**src/rtl/irqagg_pkg.sv**
```systemverilog
package irqagg_pkg;

  localparam int PERIPH_N  = 64;
  localparam int LOCAL_N   = 8;
  localparam int DATA_W    = 32;
  localparam int ADDR_W    = 9;
  localparam int SEL_W     = 7;
  localparam int MIRROR_N  = 11;
  localparam int MIRROR_LSB = 10;
  localparam int REG_WORDS = 10;
  localparam int WIDX_W    = ADDR_W - 2;

  // word index = byte offset / 4
  typedef enum logic [3:0] {
    W_SUMMARY = 4'd0,
    W_PEND_LO = 4'd1,
    W_PEND_HI = 4'd2,
    W_FAST    = 4'd3,
    W_PSET_LO = 4'd4,
    W_PSET_HI = 4'd5,
    W_LSET    = 4'd6,
    W_PCLR_LO = 4'd7,
    W_PCLR_HI = 4'd8,
    W_LCLR    = 4'd9
  } reg_word_e;

  typedef struct packed {
    logic             en;
    logic [SEL_W-1:0] sel;
  } fast_ctrl_t;

  // peripheral source copied into summary bit MIRROR_LSB + k
  function automatic int mirror_src(input int k);
    case (k)
      0:  return 7;
      1:  return 9;
      2:  return 10;
      3:  return 18;
      4:  return 19;
      5:  return 53;
      6:  return 54;
      7:  return 55;
      8:  return 56;
      9:  return 57;
      default: return 62;
    endcase
  endfunction

endpackage

```
**src/rtl/irqagg_mask_bank.sv**
```systemverilog
module irqagg_mask_bank #(
  parameter int WIDTH = 64,
  parameter int SLICE = 32,
  localparam int SLICES = WIDTH / SLICE
) (
  input  logic              clk,
  input  logic              rst_n,
  input  logic [SLICES-1:0] set_sel,
  input  logic [SLICES-1:0] clr_sel,
  input  logic [SLICE-1:0]  wdata,
  output logic [WIDTH-1:0]  en_q,
  output logic [WIDTH-1:0]  en_d
);

  logic bank_we;
  assign bank_we = |set_sel || |clr_sel;

  for (genvar s = 0; s < SLICES; s++) begin : g_slice
    localparam int LO = s * SLICE;

    always_comb begin
      if (set_sel[s]) begin
        en_d[LO +: SLICE] = en_q[LO +: SLICE] | wdata;
      end else if (clr_sel[s]) begin
        en_d[LO +: SLICE] = en_q[LO +: SLICE] & ~wdata;
      end else begin
        en_d[LO +: SLICE] = en_q[LO +: SLICE];
      end
    end

    // every written one ends up set in this slice
    p_set_lands_r3: assert property (@(posedge clk) disable iff (!rst_n)
      set_sel[s] |=> ((en_q[LO +: SLICE] & $past(wdata)) == $past(wdata)));

    // every written one ends up cleared in this slice
    p_clear_lands_r4: assert property (@(posedge clk) disable iff (!rst_n)
      clr_sel[s] |=> ((en_q[LO +: SLICE] & $past(wdata)) == '0));

    // zero data bits leave the slice untouched
    p_zero_bits_keep_r3: assert property (@(posedge clk) disable iff (!rst_n)
      (set_sel[s] || clr_sel[s]) |=>
        ((en_q[LO +: SLICE] & ~$past(wdata)) == ($past(en_q[LO +: SLICE]) & ~$past(wdata))));
  end

  always_ff @(posedge clk or negedge rst_n) begin
    if (!rst_n) begin
      en_q <= '0;
    end else if (bank_we) begin
      en_q <= en_d;
    end
  end

  // without a bank write the mask holds
  p_mask_holds_r11: assert property (@(posedge clk) disable iff (!rst_n)
    !bank_we |=> $stable(en_q));

endmodule

```
**src/rtl/irqagg_fast_route.sv**
```systemverilog
module irqagg_fast_route
  import irqagg_pkg::*;
(
  input  fast_ctrl_t          ctrl,
  input  logic [PERIPH_N-1:0] periph_raw,
  input  logic [LOCAL_N-1:0]  local_raw,
  output logic                hit
);

  localparam int PI_W = $clog2(PERIPH_N);
  localparam int LI_W = $clog2(LOCAL_N);
  localparam logic [SEL_W-1:0] PERIPH_END = SEL_W'(PERIPH_N);
  localparam logic [SEL_W-1:0] LOCAL_END  = SEL_W'(PERIPH_N + LOCAL_N);

  logic [SEL_W-1:0] local_off;
  assign local_off = ctrl.sel - PERIPH_END;

  always_comb begin
    hit = 1'b0;
    if (ctrl.en) begin
      if (ctrl.sel < PERIPH_END) begin
        hit = periph_raw[ctrl.sel[PI_W-1:0]];
      end else if (ctrl.sel < LOCAL_END) begin
        hit = local_raw[local_off[LI_W-1:0]];
      end
    end
  end

endmodule

```
**src/rtl/irqagg_summary.sv**
```systemverilog
module irqagg_summary
  import irqagg_pkg::*;
(
  input  logic [PERIPH_N-1:0] periph_pend,
  input  logic [LOCAL_N-1:0]  local_pend,
  output logic [DATA_W-1:0]   word
);

  localparam int HALF = PERIPH_N / 2;
  localparam int TOP_LSB = MIRROR_LSB + MIRROR_N;

  assign word[LOCAL_N-1:0]    = local_pend;
  assign word[LOCAL_N]        = |periph_pend[HALF-1:0];
  assign word[LOCAL_N+1]      = |periph_pend[PERIPH_N-1:HALF];
  assign word[DATA_W-1:TOP_LSB] = '0;

  for (genvar k = 0; k < MIRROR_N; k++) begin : g_mirror
    localparam int SRC = mirror_src(k);
    assign word[MIRROR_LSB + k] = periph_pend[SRC];
  end

endmodule

```
**src/rtl/irq_aggregator.sv**
```systemverilog
module irq_aggregator
  import irqagg_pkg::*;
(
  input  logic                clk,
  input  logic                rst_n,
  input  logic [PERIPH_N-1:0] periph_lvl,
  input  logic [LOCAL_N-1:0]  local_lvl,
  input  logic                reg_valid,
  input  logic                reg_write,
  input  logic [ADDR_W-1:0]   reg_addr,
  input  logic [DATA_W-1:0]   reg_wdata,
  output logic [DATA_W-1:0]   reg_rdata,
  output logic                reg_rvalid,
  output logic                irq_o,
  output logic                fiq_o
);

  localparam int PSLICES = PERIPH_N / DATA_W;
  localparam logic [SEL_W-1:0] LOCAL_END = SEL_W'(PERIPH_N + LOCAL_N);

  // ---------------- access decode ----------------
  logic              acc_wr, acc_rd, mapped;
  logic [WIDX_W-1:0] word_idx;
  reg_word_e         word;
  logic [REG_WORDS-1:0] wr_sel;
  logic              addr_lsb_unused;

  assign acc_wr   = reg_valid && reg_write;
  assign acc_rd   = reg_valid && !reg_write;
  assign word_idx = reg_addr[ADDR_W-1:2];
  assign mapped   = word_idx < WIDX_W'(REG_WORDS);
  assign word     = reg_word_e'(word_idx[3:0]);
  assign addr_lsb_unused = ^reg_addr[1:0];

  always_comb begin
    wr_sel = '0;
    if (acc_wr && mapped) begin
      wr_sel[word_idx[3:0]] = 1'b1;
    end
  end

  // ---------------- enable banks ----------------
  logic [PERIPH_N-1:0] pen_q, pen_d;
  logic [LOCAL_N-1:0]  len_q, len_d;

  irqagg_mask_bank #(.WIDTH(PERIPH_N), .SLICE(DATA_W)) u_periph_mask (
    .clk     (clk),
    .rst_n   (rst_n),
    .set_sel ({wr_sel[W_PSET_HI], wr_sel[W_PSET_LO]}),
    .clr_sel ({wr_sel[W_PCLR_HI], wr_sel[W_PCLR_LO]}),
    .wdata   (reg_wdata),
    .en_q    (pen_q),
    .en_d    (pen_d)
  );

  irqagg_mask_bank #(.WIDTH(LOCAL_N), .SLICE(LOCAL_N)) u_local_mask (
    .clk     (clk),
    .rst_n   (rst_n),
    .set_sel (wr_sel[W_LSET]),
    .clr_sel (wr_sel[W_LCLR]),
    .wdata   (reg_wdata[LOCAL_N-1:0]),
    .en_q    (len_q),
    .en_d    (len_d)
  );

  // ---------------- fast control ----------------
  fast_ctrl_t fast_q, fast_d;

  always_comb begin
    fast_d = fast_q;
    if (wr_sel[W_FAST]) begin
      fast_d = fast_ctrl_t'(reg_wdata[SEL_W:0]);
    end
  end

  always_ff @(posedge clk or negedge rst_n) begin
    if (!rst_n) begin
      fast_q <= '0;
    end else if (wr_sel[W_FAST]) begin
      fast_q <= fast_d;
    end
  end

  // ---------------- level capture (no reset: tracks the pins) ----------------
  logic [PERIPH_N-1:0] plvl_q;
  logic [LOCAL_N-1:0]  llvl_q;

  always_ff @(posedge clk) begin
    plvl_q <= periph_lvl;
    llvl_q <= local_lvl;
  end

  // ---------------- outputs from next state ----------------
  logic irq_d, fiq_d;

  assign irq_d = (|(periph_lvl & pen_d)) || (|(local_lvl & len_d));

  irqagg_fast_route u_fast (
    .ctrl       (fast_d),
    .periph_raw (periph_lvl),
    .local_raw  (local_lvl),
    .hit        (fiq_d)
  );

  always_ff @(posedge clk or negedge rst_n) begin
    if (!rst_n) begin
      irq_o <= 1'b0;
      fiq_o <= 1'b0;
    end else begin
      irq_o <= irq_d;
      fiq_o <= fiq_d;
    end
  end

  // ---------------- read path ----------------
  logic [PERIPH_N-1:0] ppend;
  logic [LOCAL_N-1:0]  lpend;
  logic [DATA_W-1:0]   summary, rdata_d;

  assign ppend = plvl_q & pen_q;
  assign lpend = llvl_q & len_q;

  irqagg_summary u_summary (
    .periph_pend (ppend),
    .local_pend  (lpend),
    .word        (summary)
  );

  always_comb begin
    rdata_d = '0;
    if (mapped) begin
      case (word)
        W_SUMMARY: rdata_d = summary;
        W_PEND_LO: rdata_d = ppend[DATA_W-1:0];
        W_PEND_HI: rdata_d = ppend[PSLICES*DATA_W-1:DATA_W];
        W_FAST:    rdata_d = DATA_W'(fast_q);
        W_PSET_LO: rdata_d = pen_q[DATA_W-1:0];
        W_PSET_HI: rdata_d = pen_q[PSLICES*DATA_W-1:DATA_W];
        W_LSET:    rdata_d = DATA_W'(len_q);
        W_PCLR_LO: rdata_d = ~pen_q[DATA_W-1:0];
        W_PCLR_HI: rdata_d = ~pen_q[PSLICES*DATA_W-1:DATA_W];
        W_LCLR:    rdata_d = ~DATA_W'(len_q);
        default:   rdata_d = '0;
      endcase
    end
  end

  always_ff @(posedge clk or negedge rst_n) begin
    if (!rst_n) begin
      reg_rvalid <= 1'b0;
      reg_rdata  <= '0;
    end else begin
      reg_rvalid <= acc_rd;
      if (acc_rd) begin
        reg_rdata <= rdata_d;
      end
    end
  end

  // ---------------- assertions ----------------
  // request agrees with the captured levels and masks
  p_irq_matches_state_r7: assert property (@(posedge clk) disable iff (!rst_n)
    irq_o == ((|ppend) || (|lpend)));

  // disabled fast path stays low
  p_fast_off_low_r9: assert property (@(posedge clk) disable iff (!rst_n)
    !fast_q.en |-> !fiq_o);

  // peripheral selection follows the captured raw level
  p_fast_periph_r9: assert property (@(posedge clk) disable iff (!rst_n)
    (fast_q.en && fast_q.sel < SEL_W'(PERIPH_N)) |-> (fiq_o == plvl_q[fast_q.sel[5:0]]));

  // local selection follows the captured raw level
  p_fast_local_r9: assert property (@(posedge clk) disable iff (!rst_n)
    (fast_q.en && fast_q.sel >= SEL_W'(PERIPH_N) && fast_q.sel < LOCAL_END)
      |-> (fiq_o == llvl_q[fast_q.sel[2:0]]));

  // out-of-range selector keeps the fast output low
  p_fast_range_r10: assert property (@(posedge clk) disable iff (!rst_n)
    (fast_q.sel >= LOCAL_END) |-> !fiq_o);

  // read strobe one edge after the request, and only then
  p_read_strobe_r12: assert property (@(posedge clk) disable iff (!rst_n)
    acc_rd |=> reg_rvalid);
  p_no_stray_strobe_r12: assert property (@(posedge clk) disable iff (!rst_n)
    !acc_rd |=> !reg_rvalid);

  // unmapped reads give zero; unmapped writes leave fast control alone
  p_unmapped_zero_r11: assert property (@(posedge clk) disable iff (!rst_n)
    (acc_rd && !mapped) |=> (reg_rdata == '0));
  p_fast_holds_r11: assert property (@(posedge clk) disable iff (!rst_n)
    !wr_sel[W_FAST] |=> $stable(fast_q));

endmodule

```
**config.mk**
```make
export PLATFORM = sky130hd
export DESIGN_NAME = irq_aggregator
export DESIGN_NICKNAME = d
export VERILOG_FILES = /design/src/rtl/irqagg_pkg.sv /design/src/rtl/irqagg_mask_bank.sv /design/src/rtl/irqagg_fast_route.sv /design/src/rtl/irqagg_summary.sv /design/src/rtl/irq_aggregator.sv
export SDC_FILE = /design/constraint.sdc
export NUM_CORES = 1
export LEC_CHECK = 0
export BUFFER_PORTS_ARGS = -buffer_cell sky130_fd_sc_hd__buf_2
export CAP_MARGIN = 20
export CORE_MARGIN = 8
export CORE_UTILIZATION = 40
export DETAILED_ROUTE_END_ITERATION = 6
export GPL_ROUTABILITY_DRIVEN = 0
export MAX_ROUTING_LAYER = met4
export SYNTH_ARGS = -nofsm -noshare
export SYNTH_HDL_FRONTEND = slang
export SYNTH_HIERARCHICAL = 1
export SYNTH_SLANG_ARGS = --single-unit
```
**constraint.sdc**
```tcl
create_clock -name clk -period 2.8 [get_ports clk]
set_clock_uncertainty 0.1 [all_clocks]
set_input_delay 0.28 -clock clk [delete_from_list [all_inputs] [get_ports clk]]
set_output_delay 0.28 -clock clk [all_outputs]
set_load 0.05 [all_outputs]
```
# Yosys cells after proc, flatten, opt, wreduce, memory -nomap -nowiden
# Cells that the tools add are included.
# totals
reg_bits	187
wordCells	76
input_bits	117
output_inout_bits	35
# op_classes
muxes	19
n_addsub	1
magnitude_cmp	7
bitwise	15
reduce_logical	15
eq_ne	9
# ops
operator	count
case mux 32 bit (10 select lines)	1
two-way mux 32 bit	5
AND 64 bit	2
NOT 32 bit	3
AND 32 bit	2
bitwise OR 32 bit	2
OR reduction 32 bit	2
OR reduction 64 bit	1
NOT 8 -> 32 bit	1
AND 8 bit	3
two-way mux 8 bit	3
equality test 4 x 3 -> 1 bit (second input constant)	4
< comparator 7 bit (second input constant)	2
two-way mux 10 bit	1
equality test 4 x 2 -> 1 bit (second input constant)	2
equality test 4 bit (second input constant)	2
NOT 8 bit	1
bitwise OR 8 bit	1
OR reduction 8 bit	1
< comparator 6 x 7 -> 1 bit (second input constant)	1
< comparator 7 x 4 -> 1 bit (second input constant)	1
binary-select mux 1 bit (select 6 bit)	1
two-way mux 1 bit	6
< comparator 4 x 5 -> 1 bit (second input constant)	1
other kinds (11)	17

# Logic depth before layout (Yosys ltp)
# logic_depth
word_depth	12
ltp_mapped	14
ltp_nobuf	11

# Modules after synthesis
# The synthesis kept the hierarchy.
# by_module_without_submodules
mod	area_per_inst_um2	seq_area_each_um2	n_inst	cells_per_inst
irq_aggregator	5930.7	2517.4	1	637
irqagg_mask_bank at u_periph_mask	3165.5	1601.5	1	276
irqagg_fast_route	641.9	0.0	1	50
irqagg_mask_bank at u_local_mask	401.6	200.2	1	35
irqagg_summary	379.1	0.0	1	53

# Worst setup path before layout
# OpenSTA, ideal clock, no wires.
# synth_path
path_type	input to register
start	in reg_addr[5]
end	reg fiq_o
t_required_ps	2566
slack_ps	-267
setup_ps	134
stages	12
path_buffers	5
arrival_ps	2833
path_cell_list	buf_4 > nor4bb_1 > buf_4 > nand4_4 > buf_6 > mux2_4 > buf_2 > buf_4 > mux4_2 > mux4_2 > mux2i_1 > o211ai_1
# synth_rtl
item	line_no	rtl
from (decl)	irq_aggregator.sv:10	input logic [ADDR_W-1:0] reg_addr,
to (signal assigned)	irq_aggregator.sv:111	fiq_o <= fiq_d;
to (decl)	irq_aggregator.sv:15	output logic fiq_o

# Worst setup path after layout
# layout_path
start	in reg_addr[3]
end	reg irq_o
# layout_via
elab_chain_cells	10
word_cells_on_any_way	19
cone_classes	3 x order compare; 9 x mux; 2 x bitwise; 5 x reduce/logical
# layout_lines
item	line_no	rtl
< comparator 4 x 5 -> 1 bit (not written as such) / greater-or-equal comparator 4 x 1 -> 1 bit (equally long branches)	irq_aggregator.sv:38	wr_sel[word_idx[3:0]] = 1'b1;
logical AND 1 bit (not written as such)	irq_aggregator.sv:38	
two-way mux 1 bit (not written as such)	irq_aggregator.sv:38	
demux 1 bit (select 4 bit)	irq_aggregator.sv:38	
two-way mux 10 bit *	irq_aggregator.sv:37	if (acc_wr && mapped) begin
net wr_sel[7]	irq_aggregator.sv:25	logic [REG_WORDS-1:0] wr_sel;
two-way mux 32 bit *	irqagg_mask_bank.sv:24	end else if (clr_sel[s]) begin
two-way mux 32 bit *	irqagg_mask_bank.sv:22	if (set_sel[s]) begin
net pen_d[7]	irq_aggregator.sv:43	logic [PERIPH_N-1:0] pen_q, pen_d;
AND 64 bit *	irq_aggregator.sv:96	assign irq_d = (|(periph_lvl & pen_d)) || (|(local_lvl & len_d));
OR reduction 64 bit *	irq_aggregator.sv:96	
logical OR 1 bit *	irq_aggregator.sv:96	
net irq_d	irq_aggregator.sv:94	logic irq_d, fiq_d;
to (signal assigned)	irq_aggregator.sv:110	irq_o <= irq_d;
to (decl)	irq_aggregator.sv:14	output logic irq_o,
# The timed path passes the listed nets; every way through them passes the cells marked *.
# A chain may end at the register's enable or synchronous reset.

==> results_tabular.tex <==
\begin{tabular}{lr}
\hline
Metric & Value \\
\hline
\multicolumn{2}{l}{\textbf{Timing}} \\
Final period demand of the worst path & 2.665 ns \\
Peak clock frequency supported by timing & 375.3 MHz \\
Headroom to the max-slew limit & 15.80\% \\
RSZ-0062 raised after global routing & true \\
Worst-Margin Slew & 1.260 ns \\
Max Transition Viols Final & 0 \\
Minimum hold slack & 0.03547 ns \\
Total count of hold-check failures in the final report & 0 \\
\# setup viols final & 0 \\
Final period util & 95.16\% \\
\multicolumn{2}{l}{\textbf{Placement}} \\
Cell Count Post-Placement & 1,601 \\
Total placed instance area & 0.01245 sq mm \\
Count of input and output buffers & 149 \\
Half-perimeter wire length after placement & 35,610 um \\
\multicolumn{2}{l}{\textbf{Pwr}} \\
Internal Pwr Total & 4.544 mW \\
Reg power frac & 45.0\% \\
Relative contribution of the clock network to total power & 38.4\% \\
Power share of the combinational group & 16.6\% \\
Power after layout & 6.405 mW \\
Leakage power & 6.098 nW \\
Switching component of the power & 1.861 mW \\
Power density over cell area & 462.6 mW/mm\^{}2 \\
Switching part of the total power & 29.06\% \\
IR Drop Worst-Case VDD & 0.3213 mV \\
\multicolumn{2}{l}{\textbf{Clock network}} \\
Maximum root-to-sink buffer count & 2 \\
CTS tree & done \\
H-tree depth & 4 \\
Clock Tree Root & sky130\_fd\_sc\_hd\_\_clkbuf\_16 \\
Clock-pin slew on the worst setup and hold paths & 0.08 ns \\
Number of buffers added by the clock tree synthesis step & 17 \\
Clock latency of the later-clocked register in the worst-skew pair & 0.45 ns \\
Clock sink count & 187 \\
\multicolumn{2}{l}{\textbf{Synth}} \\
Largest cells by area after synthesis & sky130\_fd\_sc\_hd\_\_dfrtp\_1 (27\%), sky130\_fd\_sc\_hd\_\_dfxtp\_1 (14\%), sky130\_fd\_sc\_hd\_\_a22o\_1 (11\%) \\
Post-synthesis simple-gate area fraction & 15.42\% \\
Count of mapped cells out of synthesis & 1,051 \\
Xor and xnor area share after synthesis & 0\% \\
Cell Area, Synth & 0.01052 sq mm \\
EDFF count, synth & 0 \\
Compound-cell area share of the yosys netlist & 29.08\% \\
Post-synthesis adder-cell area fraction & 0\% \\
Seq cells post-synth & 187 \\
Sequential-to-total area share from yosys stat & 41.06\% \\
Dominant synthesized flop cell & sky130\_fd\_sc\_hd\_\_dfrtp\_1 \\
Most instantiated library cell after synthesis & sky130\_fd\_sc\_hd\_\_a22o\_1 \\
Fraction of synthesis flops using an asynchronous set or reset pin & 61.50\% \\
Mean instance size in the synthesized netlist & 10.01 sq um \\
Ys Warns & 6 \\
Synth cell count leaders & sky130\_fd\_sc\_hd\_\_a22o\_1 (130), sky130\_fd\_sc\_hd\_\_dfrtp\_1 (115), sky130\_fd\_sc\_hd\_\_nand2\_1 (109) \\
Dominant combinational cell family by area after synthesis & compound AO/OA/AOI/OAI gates \\
Count of distinct cell types in the synthesized netlist & 64 \\
Post-synth top area cell & sky130\_fd\_sc\_hd\_\_dfrtp\_1 \\
Multiplexer area fraction after synthesis & 7.696\% \\
Area share of the largest cell type after synthesis & 27.36\% \\
\multicolumn{2}{l}{\textbf{Routing}} \\
Routed wire length per instance & 27.48 um \\
Number of vias after detailed routing & 10,920 \\
Drt first-iter violations & 1,665 \\
Via count normalized by instance count & 6.383 \\
Number of design rule violations left after detail routing & 0 \\
Detailed-route wire length & 47,020 um \\
Post-route ant nets & 0 \\
DRT Pass-1 Iters & 6 \\
\multicolumn{2}{l}{\textbf{GRT}} \\
Wire length of the first global-routing pass & 68,320 um \\
Largest net degree at the start of global routing & 60 \\
Number of antenna violations at the first check in global routing & 2 \\
Total routing usage reported by global routing & 30.09\% \\
Number of global-route vias before repair & 10,410 \\
Total overflow reported by the global router & 0 \\
\multicolumn{2}{l}{\textbf{Worst setup path}} \\
Req. time, crit path & 3.01 ns \\
Type of origin of the critical path & primary input \\
Critical setup path kind & in -> reg \\
Critical path arrival & 2.87 ns \\
Biggest fanout along the worst timing path & 10 \\
Endpoint type of the worst setup path & flip-flop \\
\multicolumn{2}{l}{\textbf{Die}} \\
Effective utilization at floorplan & 40.60\% \\
Width of the chip & 178.2 um \\
Number of rows created at floorplan & 59 \\
I/O pin count & 152 \\
Total die area & 0.03174 sq mm \\
Die height & 178.2 um \\
Core Footprint & 0.02591 sq mm \\
\multicolumn{2}{l}{\textbf{Layout}} \\
Post-route design area & 0.01384 sq mm \\
Post-route core utilization & 53.43\% \\
Fraction of final layout cells sized beyond drive strength 1 & 31.90\% \\
Non-filler cells in the finished layout & 1,711 \\
Layout filler cell count & 2,376 \\
Synthesis-to-layout area growth & 31.60\% \\
Number of nets in the layout & 1,477 \\
\multicolumn{2}{l}{\textbf{Run status}} \\
Status & finished, final reports clean \\
\multicolumn{2}{l}{\textbf{Run}} \\
Max-capacitance violation count & 0 \\
\multicolumn{2}{l}{\textbf{Min path}} \\
Class of the worst hold path & in -> reg \\
\hline
\end{tabular}
==> metrics by stage <==
stage               setup TNS [ns]  worst slack, ns
floorplan                  -0.1183          -0.1183
global placement           -0.9695          -0.4882
detailed placement         -0.9827          -0.5409
CTS                              0          0.04555
global route              -0.02173         -0.02173
finish                           0           0.1355
==> cells by family after synthesis <==
group                  count (synthesis)
multiplexers                          50
flip-flops                           187
buffers and inverters                114
AND/OR/NAND/NOR                      293
AO/OA/AOI/OAI                        406
other                                  1
==> registers in the layout, indices dropped and copies added, names as in the netlist <==
register            flops
llvl_q                  8
irq_o                   1
fiq_o                   1
u_periph_mask/en_q     64
plvl_q                 64
reg_rdata              32
fast_q                  8
reg_rvalid              1
u_local_mask/en_q       8
==> power groups by stage <==
stage | logic [mW] | registers (mW) | clock network, mW
after floorplan | 0.400 | 2.97 | 0
after global placement | 0.932 | 2.93 | 0
after CTS | 1.02 | 2.88 | 2.46
after global routing | 1.11 | 2.89 | 2.57
after detailed placement | 0.936 | 2.93 | 0
final | 1.06 | 2.88 | 2.46
==> metal layers <==
metal  track usage [%]  vias to the layer above  wire (um)
li1                  -                     4629          -
met1             40.66                     5285      19350
met2             42.89                      864      20040
met3             6.943                      143       5712
met4             11.98                        0       1914
met5                 -                        -          0
==> path summary, 6_finish.rpt <==
kind / startpoint / to / slack [ns] / cells after the start
worst min register to register: reg_rdata[12] / reg_rdata[12] / 0.38 / 2
worst max register to register: u_periph_mask/en_q[20] / reg_rdata[8] / 0.14 / 7
worst max-delay path: reg_addr[3] / irq_o / 0.14 / 15
min in group asynchronous: rst_n / reg_rdata[17] / 0.32 / 2
max in group asynchronous: rst_n / u_periph_mask/en_q[1] / 1.48 / 3
worst min-delay path: reg_wdata[25] / u_periph_mask/en_q[57] / 0.04 / 2
==> placed cells by master (no fill, tap or decap), drive strengths merged, types with 16 or more instances in the layout <==
cell type and count:
dfrtp 115, a22o 173, and2 81, mux2 21
dlygate4sd3 73, nor4 24, a22oi 20, a2111oi 18
mux4 19, dfxtp 72, buf 309, o21ai 42
clkbuf 23, a21oi 79, nand2 109, a221oi 16
==> repair_timing <==
action                                  in CTS  in global routing
hold buffers                                73                  0
buffers inserted                             0                  0
gates resized for setup                      2                  8
endpoints found under the hold margin      116                  0
pin swaps                                    0                  1
endpoints found under the setup margin       2                  2
==> worst max-delay path: stages <==
cell and delay [ns]:
sky130_fd_sc_hd__buf_2 0.10, sky130_fd_sc_hd__o21ai_1 0.13, sky130_fd_sc_hd__nor4b_4 0.25, sky130_fd_sc_hd__nand3_1 0.12
sky130_fd_sc_hd__buf_4 0.17, sky130_fd_sc_hd__nor2_2 0.13, sky130_fd_sc_hd__buf_4 0.18, sky130_fd_sc_hd__buf_6 0.16
sky130_fd_sc_hd__nand2_1 0.08, sky130_fd_sc_hd__a22o_2 0.23, sky130_fd_sc_hd__a22o_1 0.29, sky130_fd_sc_hd__a221oi_4 0.32
sky130_fd_sc_hd__nand4_1 0.16, sky130_fd_sc_hd__nor4_2 0.16, sky130_fd_sc_hd__nand4_1 0.10
==> layout make-up <==
cell class                 count  area [sq um]  area share, %
tap                          335         419.2          3.028
antenna                        3         7.507        0.05423
multi-input combinational    760          5662          40.90
inverter                      10         37.54         0.2711
clock inverter                10         106.4         0.7683
timing repair buffer         384          2818          20.35
sequential                   187          4319          31.20
clock buffer                  22         474.2          3.426
(Power assumes the default switching activity.)
